[src/rtl/throttle_pkg.sv]
package throttle_pkg;

    typedef enum logic [1:0] {
        DET_IDLE,
        DET_COUNT,
        DET_FIRE,
        DET_HOLD
    } det_state_t;

    typedef enum logic {
        GATE_OPEN,
        GATE_BLOCKED
    } gate_state_t;

endpackage

[src/rtl/starve_detect.sv]
module starve_detect
    import throttle_pkg::*;
#(
    parameter int N_STARVE = 4,
    parameter int P_BLOCK  = 6
) (
    input  logic clk,
    input  logic rst_n,
    input  logic starved_i,
    output logic token_o
);
    localparam int CNT_W = $clog2(N_STARVE + 1);
    localparam int HLD_W = $clog2(P_BLOCK + 1);
    localparam logic [CNT_W-1:0] RUN_LAST = CNT_W'(N_STARVE - 1);
    localparam logic [HLD_W-1:0] HOLD_LEN = HLD_W'(P_BLOCK);

    det_state_t       state_q, state_d;
    logic [CNT_W-1:0] run_q, run_d;
    logic [HLD_W-1:0] hold_q, hold_d;

    // state register
    always_ff @(posedge clk or negedge rst_n) begin
        if (!rst_n) begin
            state_q <= DET_IDLE;
            run_q   <= '0;
            hold_q  <= '0;
        end else begin
            state_q <= state_d;
            run_q   <= run_d;
            hold_q  <= hold_d;
        end
    end

    // transitions
    always_comb begin
        state_d = state_q;
        run_d   = run_q;
        hold_d  = hold_q;
        unique case (state_q)
            DET_IDLE, DET_COUNT: begin
                if (!starved_i) begin
                    state_d = DET_IDLE;
                    run_d   = '0;
                end else if (run_q == RUN_LAST) begin
                    state_d = DET_FIRE;
                    run_d   = '0;
                end else begin
                    state_d = DET_COUNT;
                    run_d   = run_q + 1'b1;
                end
            end
            DET_FIRE: begin
                state_d = DET_HOLD;
                hold_d  = HOLD_LEN;
            end
            DET_HOLD: begin
                if (hold_q == HLD_W'(1)) begin
                    state_d = DET_IDLE;
                    hold_d  = '0;
                end else begin
                    hold_d = hold_q - 1'b1;
                end
            end
            default: begin
                state_d = DET_IDLE;
                run_d   = '0;
                hold_d  = '0;
            end
        endcase
    end

    // outputs
    always_comb begin
        token_o = (state_q == DET_FIRE);
    end

endmodule

[src/rtl/window_gate.sv]
module window_gate
    import throttle_pkg::*;
#(
    parameter int P_BLOCK = 6
) (
    input  logic clk,
    input  logic rst_n,
    input  logic token_i,
    output logic exp_enable_o
);
    localparam int WIN_W = $clog2(P_BLOCK + 1);
    localparam logic [WIN_W-1:0] WIN_LEN = WIN_W'(P_BLOCK);

    gate_state_t      state_q, state_d;
    logic [WIN_W-1:0] left_q, left_d;

    // state register
    always_ff @(posedge clk or negedge rst_n) begin
        if (!rst_n) begin
            state_q <= GATE_OPEN;
            left_q  <= '0;
        end else begin
            state_q <= state_d;
            left_q  <= left_d;
        end
    end

    // transitions
    always_comb begin
        state_d = state_q;
        left_d  = left_q;
        unique case (state_q)
            GATE_OPEN: begin
                if (token_i) begin
                    state_d = GATE_BLOCKED;
                    left_d  = WIN_LEN;
                end
            end
            GATE_BLOCKED: begin
                if (token_i) begin
                    left_d = WIN_LEN;
                end else if (left_q == WIN_W'(1)) begin
                    state_d = GATE_OPEN;
                    left_d  = '0;
                end else begin
                    left_d = left_q - 1'b1;
                end
            end
            default: begin
                state_d = GATE_OPEN;
                left_d  = '0;
            end
        endcase
    end

    // outputs
    always_comb begin
        exp_enable_o = (state_q == GATE_OPEN);
    end

endmodule

[src/rtl/starve_throttle.sv]
module starve_throttle #(
    parameter int N_STARVE = 4,
    parameter int P_BLOCK  = 6
) (
    input  logic clk,
    input  logic rst_n,
    input  logic nrm_pending_i,
    input  logic nrm_grant_i,
    input  logic exp_active_i,
    output logic token_o,
    input  logic token_i,
    output logic exp_enable_o
);
    logic starved;

    always_comb begin
        starved = nrm_pending_i && !nrm_grant_i && exp_active_i;
    end

    starve_detect #(
        .N_STARVE(N_STARVE),
        .P_BLOCK (P_BLOCK)
    ) u_detect (
        .clk      (clk),
        .rst_n    (rst_n),
        .starved_i(starved),
        .token_o  (token_o)
    );

    window_gate #(
        .P_BLOCK(P_BLOCK)
    ) u_gate (
        .clk         (clk),
        .rst_n       (rst_n),
        .token_i     (token_i),
        .exp_enable_o(exp_enable_o)
    );

endmodule

[config.mk]
export PLATFORM = sky130hd
export DESIGN_NAME = starve_throttle
export DESIGN_NICKNAME = d
export VERILOG_FILES = /design/src/rtl/throttle_pkg.sv /design/src/rtl/starve_detect.sv /design/src/rtl/window_gate.sv /design/src/rtl/starve_throttle.sv
export SDC_FILE = /design/constraint.sdc
export NUM_CORES = 1
export LEC_CHECK = 0
export BUFFER_PORTS_ARGS = -buffer_cell sky130_fd_sc_hd__buf_2
export CORE_AREA = 10 10 47 49
export CTS_CLUSTER_DIAMETER = 200
export DETAILED_ROUTE_END_ITERATION = 7
export DIE_AREA = 0 0 57 59
export PLACE_DENSITY = 0.66
export SKIP_CTS_REPAIR_TIMING = 1
export SLEW_MARGIN = 20
export SYNTH_ARGS = -nofsm -noshare
export SYNTH_HDL_FRONTEND = slang
export SYNTH_HIERARCHICAL = 1
export SYNTH_SLANG_ARGS = --single-unit
[constraint.sdc]
create_clock -name clk -period 2.4 [get_ports clk]
set_input_delay 0.12 -clock clk [delete_from_list [all_inputs] [get_ports clk]]
set_output_delay 0.12 -clock clk [all_outputs]
set_load 0.02 [all_outputs]
# Yosys cells after proc, flatten, opt, wreduce, memory -nomap -nowiden
# Cells that the tools add are included.
[op_classes]
n_addsub = 3
eq_ne = 8
mux = 16
bitwise_logic = 1
reduce_logical = 6
[op_table]
columns = ["operator", "count"]
rows = [
  ["$mux W3", 6],
  ["$pmux W3 S2", 2],
  ["$eq A3 B1 Y1 const B", 2],
  ["$mux W2", 3],
  ["$pmux W2 S3", 1],
  ["$sub A3 B1 Y3 const B", 2],
  ["$eq A2 B2 Y1 const B", 2],
  ["$add A3 B1 Y3 const B", 1],
  ["$eq A3 B2 Y1 const B", 1],
  ["$mux W1", 3],
  ["$eq A2 B1 Y1 const B", 1],
  ["$logic_and A1 B1 Y1", 2],
  ["$logic_not A2 Y1", 1],
  ["$ne A2 B1 Y1 const B", 1],
  ["$ne A2 B2 Y1 const B", 1],
  ["$pmux W1 S2", 1],
  ["$reduce_bool A2 Y1", 1],
  ["$reduce_or A2 Y1", 1],
  ["$logic_not A1 Y1", 1],
  ["$not A1 Y1", 1],
]
[totals]
regBits = 12
output_inout_bits = 2

# Logic depth before layout (Yosys ltp)
# Gate-level depths: netlist of run 1.
[logic_depth]
word_depth = 5
ltp_mapped = 5
ltp_nobuf = 5

# By module
# Netlist of run 1, hierarchy kept.
[by_module_without_submodules]
columns = ["module", "n_inst", "cells_per_inst", "area_per_inst_um2", "seq_area_each_um2"]
rows = [
  ["starve_detect", 1, 40, 400.4, 200.2],
  ["window_gate", 1, 19, 206.4, 100.1],
  ["starve_throttle", 1, 1, 8.8, 0.0],
]

# Worst setup path after synthesis of run 1
# Ideal clock, no wire load.
[synth_timing]
kind = "reg-to-reg"
startpoint = "register u_detect.hold_q[0]"
endpoint = "register u_detect.hold_q[2]"
setup_time_ns = 0.124
arrival_ns = 0.954
path_slack_ns = 1.322
path_stages_with_launch = 5
n_path_buf = 0
period_less_slack_ns = 1.078
cell_sequence = "dfrtp_1 inv_1 ha_1 nor4bb_1 a211o_1"
[synth_via]
elab_chain_cells = 3
elab_cells_between_ends = 4
classes_between = "add/sub (1); eq/ne (1); mux (2)"
[synth_rtl]
columns = ["item", "line_no", "text"]
rows = [
  ["from (decl)", "starve_detect.sv:19", "logic [HLD_W-1:0] hold_q, hold_d;"],
  ["from (signal assigned)", "starve_detect.sv:30", "hold_q <= hold_d;"],
  ["$sub A3 B1 Y3 or $eq A3 B1 Y1 (tied branches)", "starve_detect.sv:61, starve_detect.sv:57", ""],
  ["$mux W3 *", "starve_detect.sv:57", "if (hold_q == HLD_W'(1)) begin"],
  ["$pmux W3 S2 *", "starve_detect.sv:39", "unique case (state_q)"],
]
# Every way passes the cells marked *; elsewhere a longest branch is shown, timed or not.
# A chain may end at the register's enable or synchronous reset.

# Final worst setup path of run 1
[layout_timing]
startpoint = "register u_detect.state_q[1]"
endpoint = "output token_o"
[layout_via]
elab_chain_cells = 1
[layout_rtl]
columns = ["item", "line_no", "text"]
rows = [
  ["from (decl)", "starve_detect.sv:17", "det_state_t state_q, state_d;"],
  ["from (signal assigned)", "starve_detect.sv:28", "state_q <= state_d;"],
  ["$eq A2 B2 Y1", "starve_detect.sv:74", "token_o = (state_q == DET_FIRE);"],
  ["to (decl)", "starve_throttle.sv:10", "output logic token_o,"],
]
# No other way between the ends.

==> results of run 1 <==
==> critical path: cells and delay by family, from the launching register on <==
kind                   cells  cell delay (ps)
buffers and inverters      1              170
flip-flops                 1              570
AND/OR/NAND/NOR            1              220
==> layer usage <==
metal | up-vias | track usage
li1 | 225 | -
met1 | 201 | 0.0755
met3 | 0 | 0.0322
met2 | 5 | 0.109
met4 | 0 | 0.0403
met5 | - | 0
==> path summary, 6_finish.rpt <==
check	start	cells past startpoint	slack (ps)	endpoint
max in group asynchronous	rst_n	2	1940	u_detect/hold_q[2]
hold reg to reg	u_gate/left_q[1]	1	500	u_gate/left_q[1]
setup reg to reg	u_detect/hold_q[0]	4	1240	u_detect/hold_q[2]
min in group asynchronous	rst_n	2	260	u_detect/run_q[0]
setup / recovery	u_detect/state_q[1]	2	1060	token_o
hold / removal	token_i	2	110	u_gate/state_q
==> state kept, by name, summed over array words and instances, names as in the netlist <==
| name | cells |
|---|---|
| u_detect/hold_q | 3 |
| u_detect/run_q | 3 |
| u_gate/left_q | 3 |
| u_detect/state_q | 2 |
| u_gate/state_q | 1 |
==> through the flow <==
step	utilization	instance area [µm²]	hold slack, ps
after floorplan	-	616	-176
after global placement	0.473	663	13.7
after detailed placement	0.473	663	11.6
after CTS	0.489	686	-283
after global routing	0.496	696	106
final	0.496	696	112
==> cell families after synthesis <==
family                   after synthesis  synth area share
AO/OA/AOI/OAI                         16             0.165
adder cells (fa/ha/maj)                5             0.102
flip-flops                            12             0.488
AND/OR/NAND/NOR                       18             0.185
buffers and inverters                  9            0.0610
==> cells in the final DEF (no fill, tap or decap) <==
cell	instances
sky130_fd_sc_hd__nand2_1	4
sky130_fd_sc_hd__a311o_1	1
sky130_fd_sc_hd__clkbuf_4	3
sky130_fd_sc_hd__a21o_1	1
sky130_fd_sc_hd__and3b_1	1
sky130_fd_sc_hd__dlygate4sd3_1	1
sky130_fd_sc_hd__a31o_1	1
sky130_fd_sc_hd__nor2b_1	2
sky130_fd_sc_hd__nand3b_1	1
sky130_fd_sc_hd__nand2b_4	1
sky130_fd_sc_hd__nor3b_1	1
sky130_fd_sc_hd__a21boi_1	1
sky130_fd_sc_hd__nor2b_2	1
sky130_fd_sc_hd__o21ai_0	5
sky130_fd_sc_hd__nand4_1	1
sky130_fd_sc_hd__nand2b_1	1
sky130_fd_sc_hd__nor2_1	3
sky130_fd_sc_hd__dfrtp_1	12
sky130_fd_sc_hd__o21ai_1	2
sky130_fd_sc_hd__ha_1	5
sky130_fd_sc_hd__nor4bb_1	1
sky130_fd_sc_hd__buf_2	7
sky130_fd_sc_hd__a211o_1	2
sky130_fd_sc_hd__or2_0	1
sky130_fd_sc_hd__inv_1	8
sky130_fd_sc_hd__a21oi_1	3
==> area by class of cell <==
type                    instances  area, µm²
well taps                      16       20.0
fillers                       141        706
clock buffers                   3       22.5
inverters                       8       30.0
multi-input cells              39        278
repair buffers                  8       45.0
flip-flops and latches         12        300
==> power by group <==
part | internal, mW | switching, mW
Clock | 0.0579 | 0.0595
Sequential | 0.222 | 0.0157
Combinational | 0.0364 | 0.0335
==> results_tabular.tex, run 1 <==
\begin{tabular}{lr}
\hline
Metric & Value \\
\hline
\multicolumn{2}{l}{\textbf{CTS}} \\
Clock Root Buffer & sky130\_fd\_sc\_hd\_\_clkbuf\_4 \\
Worst-Skew Late Latency & 260 ps \\
CTS max path bufs & 2 \\
CTS tree & built \\
Number of buffers created by CTS & 3 \\
Sinks on the clock net & 12 \\
Clock transition time at the flip-flop clock pins of the worst setup and hold paths & 70 ps \\
Number of H-tree levels & 1 \\
\multicolumn{2}{l}{\textbf{STA}} \\
Skew final & 0.552 ps \\
Actual transition at the worst max-transition pin & 372 ps \\
Min Clock Period, post-route & 1340 ps \\
Number of setup violations in the final report & 0 \\
Fmax & 745 MHz \\
Number of hold violations in the final report & 0 \\
Worst slew margin relative to its limit & 0.752 \\
Worst path setup slack after routing & 1060 ps \\
RSZ-0062 raised after global routing & no \\
Final cycle utilization of the critical path & 0.559 \\
Total Neg Setup Slack & 0 ps \\
Number of max-slew violations in the final report & 0 \\
\multicolumn{2}{l}{\textbf{Placed design}} \\
Count of buffers inserted at the top-level ports & 7 \\
Placement Setup Slack & 1230 ps \\
Post-detailed-placement half-perimeter wirelength & 795 µm \\
Placer's final routability congestion estimate & 0.740 \\
Cell total after placement & 82 \\
\multicolumn{2}{l}{\textbf{Route}} \\
Routed length per instance & 11.7 µm \\
Post-Route M1 WL & 492 µm \\
Wirelength, routed & 1000 µm \\
Total vias in the final route & 431 \\
Number of design rule violations left after detail routing & 0 \\
Starting DRT DRC Count & 2 \\
Met3 Wirelength & 25 µm \\
Met2 wirelength from detailed routing & 485 µm \\
ANT nets after route & 0 \\
Number of vias per cell after detailed routing & 5.01 \\
Top metal layer carrying routed signals & met3 \\
TritonRoute pass-1 iters & 4 \\
\multicolumn{2}{l}{\textbf{Critical path}} \\
Launching element type of the critical path & flip-flop \\
Capturing element type of the critical path & output port \\
WS Path Type & flip-flop to output port \\
Critical-path top delay cell & sky130\_fd\_sc\_hd\_\_dfrtp\_1 \\
Worst-path cell chain & nor2b\_2 > buf\_2 \\
Crit-path max FO & 15 \\
Required @ worst endpoint & 2280 ps \\
Max stage delay on crit path & 570 ps \\
Worst endpoint data arrival time & 1220 ps \\
\multicolumn{2}{l}{\textbf{Pwr}} \\
Leakage & 0.349 nW \\
Power per Cell Area & 610 mW/mm² \\
PnR Total Power & 0.425 mW \\
Max IR drop VDD & 0.372 mV \\
\multicolumn{2}{l}{\textbf{GRT}} \\
Wire length of the first global-routing pass & 1850 µm \\
Total gr overflow & 0 \\
Number of global-route vias before repair & 448 \\
Number of antenna violations at the first check in global routing & 0 \\
GRT Util Overall & 0.0693 \\
Largest net degree at the start of global routing & 16 \\
\multicolumn{2}{l}{\textbf{Layout}} \\
Area added between synthesis and finish & 13.0\% \\
Nets@finish & 83 \\
Layout cells sized above 1 & 0.171 \\
Final std cells w/o fill & 86 \\
Inserted Diodes & 0 \\
\multicolumn{2}{l}{\textbf{Synthesis}} \\
Cells after synthesis & 60 \\
Syn. warnings & 6 \\
Netlist area before placement & 616 µm² \\
Cell with the most instances after synthesis & sky130\_fd\_sc\_hd\_\_dfrtp\_1 \\
Distinct cells, synth & 24 \\
Mean instance size in the synthesized netlist & 10.3 µm² \\
Async S/R FF share, synth & 1.00 \\
Post-synthesis cell type with the largest combined area & sky130\_fd\_sc\_hd\_\_dfrtp\_1 \\
Net count after synthesis & 71 \\
Most used flip-flop cell after synthesis & sky130\_fd\_sc\_hd\_\_dfrtp\_1 \\
Yosys top cell area share & 0.488 \\
Synthesized flop and latch total & 12 \\
Number of enable-type register cells in the synthesized netlist & 0 \\
Sequential-to-total area share from yosys stat & 0.488 \\
Post-synth top cells & sky130\_fd\_sc\_hd\_\_dfrtp\_1 (12), sky130\_fd\_sc\_hd\_\_inv\_1 (8), sky130\_fd\_sc\_hd\_\_ha\_1 (5), sky130\_fd\_sc\_hd\_\_o21ai\_0 (5), sky130\_fd\_sc\_hd\_\_nand2\_1 (4) \\
Biggest area contributors in the synthesized netlist & sky130\_fd\_sc\_hd\_\_dfrtp\_1 (49\%), sky130\_fd\_sc\_hd\_\_ha\_1 (10\%), sky130\_fd\_sc\_hd\_\_inv\_1 (4.9\%) \\
\multicolumn{2}{l}{\textbf{Flow run}} \\
Max Cap Viol & 0 \\
\multicolumn{2}{l}{\textbf{Floorplan}} \\
Number of top-level design ports & 8 \\
Core Box Area & 0.00140 mm² \\
Initial Utilization & 0.439 \\
Die span in y & 59 µm \\
Die Width & 57 µm \\
Full die area & 0.00336 mm² \\
Row count & 14 \\
\multicolumn{2}{l}{\textbf{Run status}} \\
Run status & complete, no violations \\
\multicolumn{2}{l}{\textbf{Hold path}} \\
Hold WC Path Type & primary input to flip-flop \\
\hline
\end{tabular}
Note: power is estimated with default switching activity, not from simulation.
==> inputs of run 2 (changes only) <==
--- a/config.mk
+++ b/config.mk
@@ -6,11 +6,11 @@
 export NUM_CORES = 1
 export LEC_CHECK = 0
 export BUFFER_PORTS_ARGS = -buffer_cell sky130_fd_sc_hd__buf_2
-export CORE_AREA = 10 10 47 49
+export CORE_MARGIN = 10
+export CORE_UTILIZATION = 47
 export CTS_CLUSTER_DIAMETER = 200
 export DETAILED_ROUTE_END_ITERATION = 7
-export DIE_AREA = 0 0 57 59
-export PLACE_DENSITY = 0.66
+export PLACE_DENSITY = 0.7
 export SKIP_CTS_REPAIR_TIMING = 1
 export SLEW_MARGIN = 20
 export SYNTH_ARGS = -nofsm -noshare
==> constraint.sdc (replaced) <==
create_clock -name clk -period 1.2 [get_ports clk]
set_input_delay 0.06 -clock clk [delete_from_list [all_inputs] [get_ports clk]]
set_output_delay 0.06 -clock clk [all_outputs]
set_load 0.02 [all_outputs]
==> run 2 against run 1 <==
Against the previous run:
- count of clock-buffer cells in the layout up 1
- sequential share of layout area shrank 2.9 points
- global-route usage is 0.27 points lower
- largest cell class unchanged
==> results_tabular.tex, run 2 (synthesis gave the netlist of run 1 again) <==
\begin{tabular}{lr}
\hline
Metric & Value \\
\hline
\multicolumn{2}{l}{\textbf{Run status}} \\
Run status & complete, no violations \\
\multicolumn{2}{l}{\textbf{Floorplan}} \\
Row count & 12 (-2) \\
Core Box Area & 0.00117 mm² (-16\%) \\
Number of top-level design ports & 8 (unchanged) \\
Die Width & 56.2 µm (-1.4\%) \\
Die span in y & 56.2 µm (-4.8\%) \\
Full die area & 0.00316 mm² (-6.1\%) \\
Initial Utilization & 0.526 (+0.0864) \\
\multicolumn{2}{l}{\textbf{GRT}} \\
Wire length of the first global-routing pass & 1710 µm (-7.5\%) \\
Number of global-route vias before repair & 448 (unchanged) \\
Total gr overflow & 0 (unchanged) \\
Number of antenna violations at the first check in global routing & 0 (unchanged) \\
GRT Util Overall & 0.0666 (-0.00271) \\
Largest net degree at the start of global routing & 13 (-3) \\
\multicolumn{2}{l}{\textbf{Hold path}} \\
Hold WC Path Type & primary input to flip-flop \\
Endpoint of the worst hold path & u\_gate/state\_q \\
Hold Path Origin & token\_i \\
Worst Hold Depth & 2 (unchanged) \\
\multicolumn{2}{l}{\textbf{Pwr}} \\
PnR Total Power & 0.941 mW (+120\%) \\
Leakage & 0.366 nW (+4.9\%) \\
Max IR drop VDD & 0.883 mV (+140\%) \\
Power per Cell Area & 1260 mW/mm² (+110\%) \\
\multicolumn{2}{l}{\textbf{Route}} \\
ANT nets after route & 0 (unchanged) \\
Number of vias per cell after detailed routing & 5.08 (+1.4\%) \\
Total vias in the final route & 447 (+3.7\%) \\
Wirelength, routed & 1070 µm (+7.0\%) \\
Routed length per instance & 12.2 µm (+4.5\%) \\
TritonRoute pass-1 iters & 4 (unchanged) \\
Starting DRT DRC Count & 10 (+8) \\
Number of design rule violations left after detail routing & 0 (unchanged) \\
\multicolumn{2}{l}{\textbf{Layout}} \\
Layout cells sized above 1 & 0.297 (+0.126) \\
Commonest non-fill, non-tap cells in the layout & sky130\_fd\_sc\_hd\_\_dfrtp\_1 (11), sky130\_fd\_sc\_hd\_\_inv\_1 (8), sky130\_fd\_sc\_hd\_\_buf\_2 (7) \\
Largest registers & u\_detect/hold\_q x3, u\_detect/run\_q x3, u\_gate/left\_q x3 \\
Leading cell type in the layout, fill and taps excluded & sky130\_fd\_sc\_hd\_\_dfrtp\_1 \\
Inserted Diodes & 0 (unchanged) \\
Nets@finish & 86 (+3.6\%) \\
Fillcell total & 98 (-30\%) \\
Area added between synthesis and finish & 21.5\% \\
\multicolumn{2}{l}{\textbf{Critical path}} \\
Required @ worst endpoint & 1360 ps (-920 ps) \\
WS Path Type & flip-flop to flip-flop \\
Worst-path cell chain & inv\_1 > ha\_2 > nor4bb\_2 > a211o\_1 \\
Top Family by Delay on Critical Path & flip-flops \\
Critical-path top delay cell & sky130\_fd\_sc\_hd\_\_dfrtp\_1 \\
Launching element type of the critical path & flip-flop \\
Buffering stage count on the worst path with inverters included & 1 (unchanged) \\
Crit-path max FO & 3 (-12) \\
Capturing element type of the critical path & flip-flop \\
Worst endpoint data arrival time & 1310 ps (+90 ps) \\
Path depth of the worst reg2reg path & 4 (unchanged) \\
Max stage delay on crit path & 360 ps (-210 ps) \\
Launching point of the worst reg2reg path & u\_detect/hold\_q[0] \\
Flop2flop setup slack & 50 ps (-1190 ps) \\
Worst reg2reg endpoint & u\_detect/hold\_q[2] \\
\multicolumn{2}{l}{\textbf{STA}} \\
Skew final & 0.197 ps (-0.355 ps) \\
Min Clock Period, post-route & 1150 ps \\
Number of hold violations in the final report & 0 (unchanged) \\
Worst slew margin relative to its limit & 0.833 (+0.0810) \\
Minimum hold slack & 57.2 ps (-55.0 ps) \\
Final cycle utilization of the critical path & 0.960 \\
RSZ-0062 raised after global routing & yes \\
Fmax & 868 MHz \\
Number of max-slew violations in the final report & 0 (unchanged) \\
Actual transition at the worst max-transition pin & 250 ps (-121 ps) \\
Number of setup violations in the final report & 0 (unchanged) \\
\multicolumn{2}{l}{\textbf{Placed design}} \\
Count of buffers inserted at the top-level ports & 7 (unchanged) \\
Placer's final routability congestion estimate & 0.733 (-0.88\%) \\
Post-detailed-placement half-perimeter wirelength & 800 µm (+0.65\%) \\
\multicolumn{2}{l}{\textbf{CTS}} \\
CTS max path bufs & 2 (unchanged) \\
Sinks on the clock net & 12 (unchanged) \\
Worst-Skew Late Latency & 270 ps (about the same) \\
Number of H-tree levels & 1 (unchanged) \\
Clock Root Buffer & sky130\_fd\_sc\_hd\_\_clkbuf\_4 \\
CTS tree & built \\
Number of buffers created by CTS & 3 (unchanged) \\
Clock transition time at the flip-flop clock pins of the worst setup and hold paths & 70 ps (about the same) \\
\multicolumn{2}{l}{\textbf{Flow run}} \\
Max Cap Viol & 0 (unchanged) \\
\hline
\end{tabular}
## run 2: cell count changes in the layout (fill, tap and decap cells not counted), sizes merged
cell	before	now
clkbuf	3	4
buf	7	10
## run 2: worst max-delay path by stage
stage	start	end	slack, ps	cells after the start
6_report	u_detect/hold_q[0]	u_detect/hold_q[2]	50	4
5_1_grt	u_gate/left_q[0]	u_gate/left_q[1]	-20	4
4_1_cts	u_detect/state_q[1]	token_o	-50	2
3_5_place_dp	u_detect/hold_q[0]	u_detect/hold_q[2]	50	4
3_3_place_gp	u_detect/hold_q[0]	u_detect/hold_q[2]	60	4
2_1_floorplan	u_detect/hold_q[0]	u_detect/hold_q[2]	120	4
## run 2: metal layers
| metal | vias up | track usage | share of wire |
|---|---|---|---|
| met5 | - | 0 | 0 |
| met4 | 0 | 0.0648 | 0.019 |
| met3 | 4 | 0.0228 | 0.045 |
| met2 | 11 | 0.0992 | 0.48 |
| met1 | 197 | 0.0702 | 0.46 |
| li1 | 235 | - | - |
## run 2: stage by stage
stage / instance area, µm² / instances / setup TNS [ps] / utilization / setup slack (ps)
2_1_floorplan: 616 / 60 / 0 / - / 122
3_3_place_gp: 668 / 81 / 0 / 0.571 / 64.2
3_5_place_dp: 668 / 81 / 0 / 0.571 / 53.9
4_1_cts: 704 / 85 / -47.4 / 0.601 / -47.4
5_1_grt: 748 / 88 / -25.5 / 0.639 / -18.3
6_report: 748 / 88 / 0 / 0.639 / 48.4
## run 2: worst register-to-register path: stages, from the launching register on
cell and delay, ps:
sky130_fd_sc_hd__dfrtp_1 360, sky130_fd_sc_hd__inv_1 70, sky130_fd_sc_hd__ha_2 190, sky130_fd_sc_hd__nor4bb_2 160
sky130_fd_sc_hd__a211o_1 260
## run 2: report_power, final
| part | internal, mW | total, mW | leakage [nW] | switching [mW] |
|---|---|---|---|---|
| clock network | 0.184 | 0.312 | 0.0210 | 0.128 |
| logic | 0.0812 | 0.156 | 0.204 | 0.0745 |
| registers | 0.443 | 0.473 | 0.141 | 0.0297 |
## run 2: layout make-up
class	count	area [µm²]	area share
sequential	12	302	0.403
multi-input combinational	39	295	0.395
tap	14	17.5	0.0234
clock buffer	4	36.3	0.0485
inverter	8	30.0	0.0401
timing repair buffer	11	67.6	0.0903
